### src/rtl/sal_pkg.sv
package sal_pkg;
    localparam int CHAR_W  = 10;
    localparam int COMMA_W = 7;
    localparam int CNT_W   = $clog2(CHAR_W + 1);

    // comma in word-bit order (bit 0 = earliest arrival): 0,0,1,1,1,1,1
    localparam logic [COMMA_W-1:0] COMMA_POS = 7'b1111100;

    typedef logic [CNT_W-1:0] cnt_t;

    typedef struct packed {
        logic [CHAR_W-1:0] word;
        logic              word_vld;
        logic              comma;
        logic              realign;
        logic              aligned;
        cnt_t              cnt;
    } frm_state_t;
endpackage

### src/rtl/sal_window.sv
module sal_window
    import sal_pkg::*;
#(
    parameter int W = CHAR_W
) (
    input  logic         clk,
    input  logic         rst_n,
    input  logic         bit_in,
    input  logic         shift_en,
    output logic [W-1:0] win_d_o
);
    logic [W-1:0] win_d, win_q;

    // newest bit enters at the top; the oldest bit sits at index 0
    always_comb begin
        win_d = win_q;
        if (shift_en) win_d = {bit_in, win_q[W-1:1]};
    end

    always_ff @(posedge clk) begin
        if (!rst_n) win_q <= '0;
        else        win_q <= win_d;
    end

    assign win_d_o = win_d;
endmodule

### src/rtl/sal_comma_match.sv
module sal_comma_match
    import sal_pkg::*;
#(
    parameter int               W   = CHAR_W,
    parameter int               CW  = COMMA_W,
    parameter logic [CW-1:0]    PAT = COMMA_POS
) (
    input  logic [W-1:0] win,
    output logic         hit_tail,
    output logic         hit_low
);
    logic [1:0] tail_m, low_m;

    // index 0: plain polarity, index 1: complemented polarity
    for (genvar p = 0; p < 2; p++) begin : g_pol
        localparam logic [CW-1:0] PV = (p == 0) ? PAT : ~PAT;
        assign tail_m[p] = (win[W-1 -: CW] == PV);
        assign low_m[p]  = (win[CW-1:0] == PV);
    end

    assign hit_tail = |tail_m;
    assign hit_low  = |low_m;
endmodule

### src/rtl/sal_framer.sv
module sal_framer
    import sal_pkg::*;
#(
    parameter int W  = CHAR_W,
    parameter int CW = COMMA_W
) (
    input  logic         clk,
    input  logic         rst_n,
    input  logic         shift_en,
    input  logic [W-1:0] win,
    input  logic         hit_tail,
    input  logic         hit_low,
    output logic [W-1:0] word_o,
    output logic         word_vld_o,
    output logic         comma_o,
    output logic         realign_o,
    output logic         aligned_o
);
    localparam cnt_t CNT_COMMA = cnt_t'(CW);
    localparam cnt_t CNT_FULL  = cnt_t'(W);

    frm_state_t s_d, s_q;
    cnt_t       cnt_inc;

    always_comb begin
        s_d          = s_q;
        s_d.word_vld = 1'b0;
        s_d.comma    = 1'b0;
        s_d.realign  = 1'b0;
        cnt_inc      = s_q.cnt + cnt_t'(1);
        if (shift_en) begin
            if (hit_tail) begin
                // boundary moves to the comma's first bit; partial word dropped
                s_d.realign = !s_q.aligned || (cnt_inc != CNT_COMMA);
                s_d.aligned = 1'b1;
                s_d.cnt     = CNT_COMMA;
            end else if (s_q.aligned) begin
                if (cnt_inc == CNT_FULL) begin
                    s_d.word     = win;
                    s_d.word_vld = 1'b1;
                    s_d.comma    = hit_low;
                    s_d.cnt      = '0;
                end else begin
                    s_d.cnt = cnt_inc;
                end
            end
        end
    end

    always_ff @(posedge clk) begin
        if (!rst_n) s_q <= '0;
        else        s_q <= s_d;
    end

    assign word_o     = s_q.word;
    assign word_vld_o = s_q.word_vld;
    assign comma_o    = s_q.comma;
    assign realign_o  = s_q.realign;
    assign aligned_o  = s_q.aligned;
endmodule

### src/rtl/serial_word_aligner.sv
module serial_word_aligner
    import sal_pkg::*;
(
    input  logic              clk,
    input  logic              rst_n,
    input  logic              bit_in,
    input  logic              bit_vld,
    output logic [CHAR_W-1:0] word_out,
    output logic              word_vld,
    output logic              comma_flag,
    output logic              realign,
    output logic              aligned
);
    logic [CHAR_W-1:0] win_d;
    logic              hit_tail, hit_low;

    sal_window #(.W(CHAR_W)) u_win (
        .clk      (clk),
        .rst_n    (rst_n),
        .bit_in   (bit_in),
        .shift_en (bit_vld),
        .win_d_o  (win_d)
    );

    sal_comma_match #(.W(CHAR_W), .CW(COMMA_W), .PAT(COMMA_POS)) u_match (
        .win      (win_d),
        .hit_tail (hit_tail),
        .hit_low  (hit_low)
    );

    sal_framer #(.W(CHAR_W), .CW(COMMA_W)) u_frm (
        .clk        (clk),
        .rst_n      (rst_n),
        .shift_en   (bit_vld),
        .win        (win_d),
        .hit_tail   (hit_tail),
        .hit_low    (hit_low),
        .word_o     (word_out),
        .word_vld_o (word_vld),
        .comma_o    (comma_flag),
        .realign_o  (realign),
        .aligned_o  (aligned)
    );
endmodule

### config.mk
export PLATFORM = sky130hd
export DESIGN_NAME = serial_word_aligner
export DESIGN_NICKNAME = d
export VERILOG_FILES = /design/src/rtl/sal_pkg.sv /design/src/rtl/sal_window.sv /design/src/rtl/sal_comma_match.sv /design/src/rtl/sal_framer.sv /design/src/rtl/serial_word_aligner.sv
export SDC_FILE = /design/constraint.sdc
export NUM_CORES = 1
export LEC_CHECK = 0
export BUFFER_PORTS_ARGS = -buffer_cell sky130_fd_sc_hd__buf_2
export CAP_MARGIN = 20
export CORE_MARGIN = 1
export CORE_UTILIZATION = 55
export CTS_CLUSTER_DIAMETER = 80
export DETAILED_ROUTE_END_ITERATION = 7
export GPL_TIMING_DRIVEN = 1
export HOLD_SLACK_MARGIN = 0.08
export PLACE_DENSITY_LB_ADDON = 0.12
export SETUP_SLACK_MARGIN = 0.3
export SYNTH_ARGS = -nofsm -noshare
export SYNTH_HDL_FRONTEND = slang
export SYNTH_SLANG_ARGS = --single-unit
### constraint.sdc
create_clock -name clk -period 3.65 [get_ports clk]
set_clock_uncertainty 0.1 [all_clocks]
set_input_delay 0.365 -clock clk [delete_from_list [all_inputs] [get_ports clk]]
set_output_delay 0.365 -clock clk [all_outputs]
set_load 0.005 [all_outputs]
==> results of run 1 <==
[layout by cell type (no fill, tap or decap), types with 4 or more instances in the layout]
master   synthesis  layout
o21ai_0          4       4
nand2_1         11      11
and2_2           6       6
a21oi_1          7       7
nor2_1          16      16
inv_1            4       4
mux2i_1          8       8
and2_1           5       5
buf_2            1      17
dfxtp_1         28      28
mux2_4           8       8
[flip-flops by register name, summed over array words and instances (netlist names)]
register and count:
u_frm.word_o 10, u_frm.realign_o 1, u_win.win_q 10, u_frm.word_vld_o 1
u_frm.aligned_o 1, u_frm.comma_o 1, u_frm.s_q 4
[layout make-up]
cell class / instances / area [µm²]
repair buffers: 17 / 85.1
flip-flops and latches: 28 / 561
well taps: 30 / 37.5
fillers: 241 / 990
multi-input cells: 99 / 737
clock inverters: 1 / 30.0
inverters: 4 / 15.0
clock buffers: 3 / 22.5
[worst max-delay path, stage by stage, from the launching register on]
cell     delay (ns)
dfxtp_1        0.45
ha_1           0.26
and2_1         0.18
a21oi_1        0.08
o21ai_1        0.20
nand4_2        0.46
mux2_4         0.46
[power by group through the flow]
stage	logic (mW)	clock network [mW]	registers, mW
2_1_floorplan	0.0149	0	0.315
3_3_place_gp	0.0183	0	0.315
3_5_place_dp	0.0188	0	0.315
4_1_cts	0.0188	0.210	0.309
5_1_grt	0.0205	0.220	0.309
6_report	0.0187	0.203	0.309
[cells in the mapped netlist]
cell / instances
and3_2: 1
mux2_2: 2
nand2_1: 11
a2bb2oi_2: 1
dfxtp_1: 28
nor4b_1: 1
nand3_1: 2
xnor2_1: 2
clkbuf_1: 2
a211oi_1: 1
a21oi_1: 7
buf_2: 1
mux2i_1: 8
o211ai_1: 1
nand2b_1: 1
and3_1: 1
and2_1: 5
a2111oi_2: 1
mux2_4: 8
a311oi_1: 1
nor3_1: 1
ha_1: 3
nor2b_4: 1
o21ai_0: 4
xor2_1: 2
buf_6: 2
o21ai_1: 1
and2_2: 6
nor2b_1: 2
nand4_2: 1
a22oi_2: 1
nand3b_1: 1
dlymetal6s2s_1: 1
inv_1: 4
nand4bb_1: 1
nor2_1: 16
buf_4: 10
o32a_2: 1
nand4_1: 2
nor4_1: 2
[routing by layer]
layer	global-route usage (%)	vias up
met5	0	-
met4	10.5	0
met3	2.59	5
met2	34.0	12
met1	26.1	455
li1	-	508
[cells by family (layout without fill, tap and decap cells)]
| kind of cell | after synthesis | after routing | synth area share, % |
|---|---|---|---|
| simple gates | 55 | 55 | 21.2 |
| flops | 28 | 28 | 39.1 |
| buf+inv | 20 | 25 | 9.59 |
| compound gates | 19 | 19 | 9.59 |
| mux | 18 | 18 | 15.5 |
| xor+xnor | 4 | 4 | 2.44 |
| fa+ha+maj | 3 | 3 | 2.62 |
[path summary, 6_finish.rpt]
kind,startpoint,to,slack [ns]
setup / recovery,u_frm.s_q[1],u_frm.word_o[9],1.37
setup reg to reg,u_frm.s_q[1],u_frm.word_o[9],1.37
hold reg to reg,u_frm.s_q[3],u_frm.s_q[3],0.44
hold / removal,rst_n,u_frm.aligned_o,0.28
==> impl_metrics.tcl, run 1 <==
set metrics [dict create \
    status "finished, final reports clean" \
    grtUsageTotal_pct 20.7 \
    die_area_um2 2820 \
    grt_start_max_net_pins 23 \
    clock_path_buffers 2 \
    r2r_cells 6 \
    power.share.sequential_pct 58.2 \
    core_um2 2480 \
    power_density_nw_per_um2 356 \
    critPathLaunchType "register" \
    synthTopCellsByArea "dfxtp_1 (39%), mux2_4 (8.4%), mux2i_1 (5.6%)" \
    min_path_cells 3 \
    drt_iter0_markers 14 \
    min_path_type "in -> reg" \
    routed_via_density 5.38 \
    fin_crit_sh_pct 62.5 \
    final.setup.worst_slack_ns 1.37 \
    start_util_pct 57.9 \
    synth_top_cell_area_share_pct 39.1 \
    area_delta_synth_final_pct 3.66 \
    ys_ff_latch 28 \
    critical_path_arrival_ns 2.42 \
    rows 18 \
    synth.distinct_cells 40 \
    final_core_util_pct 60.1 \
    path_class "reg -> reg" \
    cts_setup_buffers 0 \
    drtAntennaViolNets 0 \
    cts-resized-gates 0 \
    cp_max_fo 12 \
    gp_congestion 0.844 \
    wl_met3_um 43 \
    met2_length_um 1170 \
    power_switching_uw 106 \
    grt_setup_unrepaired "no" \
    path_clk_slew_ns 0.15 \
    pwr-share-clk_pct 38.2 \
    dr.max_layer_used "met4" \
    min_period_ns 2.28 \
    cts_sinks 28 \
    setup-violations-final 0 \
    layout.cells.non_filler 182 \
    cts_hold_buf 0 \
    htree_levels 1 \
    relSlewSlack_pct 63.8 \
    drc_errors 0 \
    ys_warn_count 0 \
    cts_tree "built" \
    syn_inst 147 \
    dp_hpwl_um 1750 \
    cp-end-kind "register" \
    portBuffers 17 \
    p_total_uw 530 \
    max_freq_mhz 438 \
    io_pins 18 \
    cts_buffers 3 \
    holdWs_ns 0.277 \
    power.internal_uw 424 \
    drt-met1-wl_um 1220 \
    first_pass_iters 4 \
    grt_pass1_vias 925 \
    cts-root-buf "clkbuf_4" \
    drv_slew 0 \
    synth_nets 154 \
    syn_area_per_cell_um2 9.76 \
    diodes 0 \
    dp_slack_ns 1.24 \
    antenna_found_initial 0 \
    p_leak_nw 0.657 \
    hold_violations 0 \
    fin_setup_tns_ns 0 \
    final_cell_area_um2 1490 \
    fp.dieH_um 53.1 \
    place_area_um2 1440 \
    peakVddDrop_v 0.000260 \
    maxCapViolations 0 \
    nets 160 \
    synth_top_area_cell "dfxtp_1" \
    grt_pass1_wl_um 4130 \
    vias 980 \
    dp.cells 178 \
    syn_area_um2 1440 \
    drive_above_1_share_pct 28.9 \
    p_comb_share_pct 3.5 \
    cp.required_ns 3.79 \
    yosysSeqAreaShare_pct 39.1 \
    wire_per_inst_um 13.6 \
    routed_wirelength_um 2480 \
    clock_latency_ns 0.33 \
    die_w_um 53.1 \
    grt.overflow.total 0 \
    tightest_slew_ns 0.541 \
    swShare_pct 20.0 \
]
Power figures use the tool's default switching activity.
==> inputs of run 2 (changes only) <==
Settings changed: CORE_UTILIZATION 55 to 51.
Clock period 3.65 ns to 1.95 ns, I/O delays scaled along.
==> run 2 against run 1 <==
Net effect: first-iteration DRC count grew 57%; wire length grew 15%; sequential share of layout area shrank 3.4 points; utilization grew 5.5 points; hold slack lost 0.17 ns; via count grew 5.7%; flip-flop and latch count is the same; setup slack lost 1.2 ns; non-clock buffer count grew 11; largest power group unchanged.
==> impl_metrics.tcl, run 2 (synthesis results as in run 1) <==
set metrics [dict create \
    status "finished, final reports clean" \
    final.setup.worst_slack_ns 0.203 \
    die_area_um2 3030 \
    min_period_ns 1.75 \
    drc_errors 0 \
    cp.required_ns 2.10 \
    r2r_end "u_frm.word_o[8]" \
    grt_setup_unrepaired "yes" \
    maxCapViolations 0 \
    mostFrequentLayoutCells "dfxtp_1 (22), buf_2 (17), nor2_1 (16)" \
    peakVddDrop_v 0.000752 \
    rows 18 \
    fp.dieH_um 55.0 \
    grt_start_max_net_pins 17 \
    tightest_slew_ns 0.583 \
    first_pass_iters 4 \
    power_density_nw_per_um2 599 \
    critPathLaunchType "register" \
    portBuffers 17 \
    max_freq_mhz 572 \
    cp-end-kind "register" \
    p_leak_nw 0.745 \
    cts_buffers 3 \
    core_um2 2570 \
    crit_buf_inv 1 \
    clock_path_buffers 2 \
    cp_slowest_cell "dfxtp_2" \
    final.fill_count 225 \
    startpoint "u_win.win_q[5]" \
    gp_congestion 0.833 \
    cts_hold_buf 0 \
    drive_above_1_share_pct 42.9 \
    routed_wirelength_um 2860 \
    grt.overflow.total 0 \
    area_delta_synth_final_pct 17.3 \
    io_pins 18 \
    min_path_type "in -> reg" \
    setup-violations-final 0 \
    routed_via_density 5.37 \
    diodes 0 \
    hold_violations 0 \
    fin_setup_tns_ns 0 \
    critical_path_arrival_ns 1.90 \
    path_clk_slew_ns 0.16 \
    fin_crit_sh_pct 89.6 \
    min_path_cells 3 \
    grt_pass1_vias 959 \
    path_class "reg -> reg" \
    wire_per_inst_um 14.8 \
    grt_pass1_wl_um 4440 \
    dp_slack_ns 0.201 \
    drv_slew 0 \
    layout_commonest_cell "dfxtp_1" \
    holdPathEnd "u_frm.aligned_o" \
    start_util_pct 55.9 \
    cts_sinks 28 \
    cp_top_family "flip-flops" \
    cts_tree "built" \
    clock_latency_ns 0.34 \
    vias 1036 \
    max_stage_delay_ns 0.40 \
    final_core_util_pct 65.6 \
    r2r_slack_ns 0.20 \
    die_w_um 55.0 \
    min_from "rst_n" \
    r2r_cells 6 \
    antenna_found_initial 0 \
    drt_iter0_markers 22 \
    nets 171 \
    dp_hpwl_um 1880 \
    cp_max_fo 8 \
    worstReg2RegStart "u_win.win_q[5]" \
    grtUsageTotal_pct 21.2 \
    htree_levels 1 \
    relSlewSlack_pct 61.1 \
    cts-root-buf "clkbuf_4" \
    drtAntennaViolNets 0 \
    crit_path_cell_trace "nor2b_4, a22oi_2, a2bb2oi_2, nand4_2, buf_6, mux2_4" \
]
run 2: cell types whose count changed in the layout (fill, tap and decap cells not counted), moves of 2 or more:
cell     delta
buf_4       +9
dfxtp_1     -6
dfxtp_4     +4
a21oi_1     -2
a21oi_2     +2
buf_6       +2
dfxtp_2     +2
mux2_2      -2
mux2_4      +2
nor4_1      -2
nor4_4      +2
run 2: worst register-to-register path, cell delays in order (launching register included):
cell	delay (ns)
dfxtp_2	0.40
nor2b_4	0.14
a22oi_2	0.20
a2bb2oi_2	0.19
nand4_2	0.15
buf_6	0.19
mux2_4	0.30
run 2: stage by stage:
stage / hold WS (ns) / instances / area [µm²] / total power, mW
global placement: 0.389 / 182 / 1500 / 0.628
detailed placement: 0.406 / 182 / 1500 / 0.629
global route: 0.113 / 193 / 1680 / 1.04
finish: 0.106 / 193 / 1680 / 1.01
CTS: 0.0932 / 192 / 1650 / 1.01
floorplan: 0.281 / 147 / 1470 / 0.617
run 2: layer usage:
metal	track usage, %	vias up	wire length [µm]
met3	5.74	4	99
li1	-	525	-
met5	0	-	0
met2	34.9	22	1380
met4	5.42	0	32
met1	27.1	485	1350
run 2: worst max-delay path by stage:
stage,to,slack [ns],depth (start not counted)
after CTS,u_frm.word_o[8],0.21,7
after global routing,u_frm.word_o[5],0.13,7
after global placement,u_frm.word_o[8],0.22,7
after floorplan,u_frm.word_o[2],0.28,7
final,u_frm.word_o[8],0.20,6
after detailed placement,u_frm.word_o[8],0.20,7
run 2: area by class of cell:
| cell class | instances | area, µm² | share of cell area (%) |
|---|---|---|---|
| clock inverter | 1 | 30.0 | 1.78 |
| inverter | 4 | 15.0 | 0.892 |
| sequential | 28 | 578 | 34.3 |
| clock buffer | 3 | 22.5 | 1.34 |
| multi-input combinational | 99 | 826 | 49.0 |
| tap | 30 | 37.5 | 2.23 |
| timing repair buffer | 28 | 175 | 10.4 |
run 2: power by group:
group	switching, mW	internal [mW]
clock network	0.182	0.208
logic	0.0280	0.0158
registers	0.00424	0.570
run 2: repair_timing:
item                                    4_1_cts  5_1_grt
endpoints found under the setup margin       11       13
setup buffers                                 6        1
resized for setup                            12        5
hold endpoints to repair                      0        0
pin swaps                                     4        6
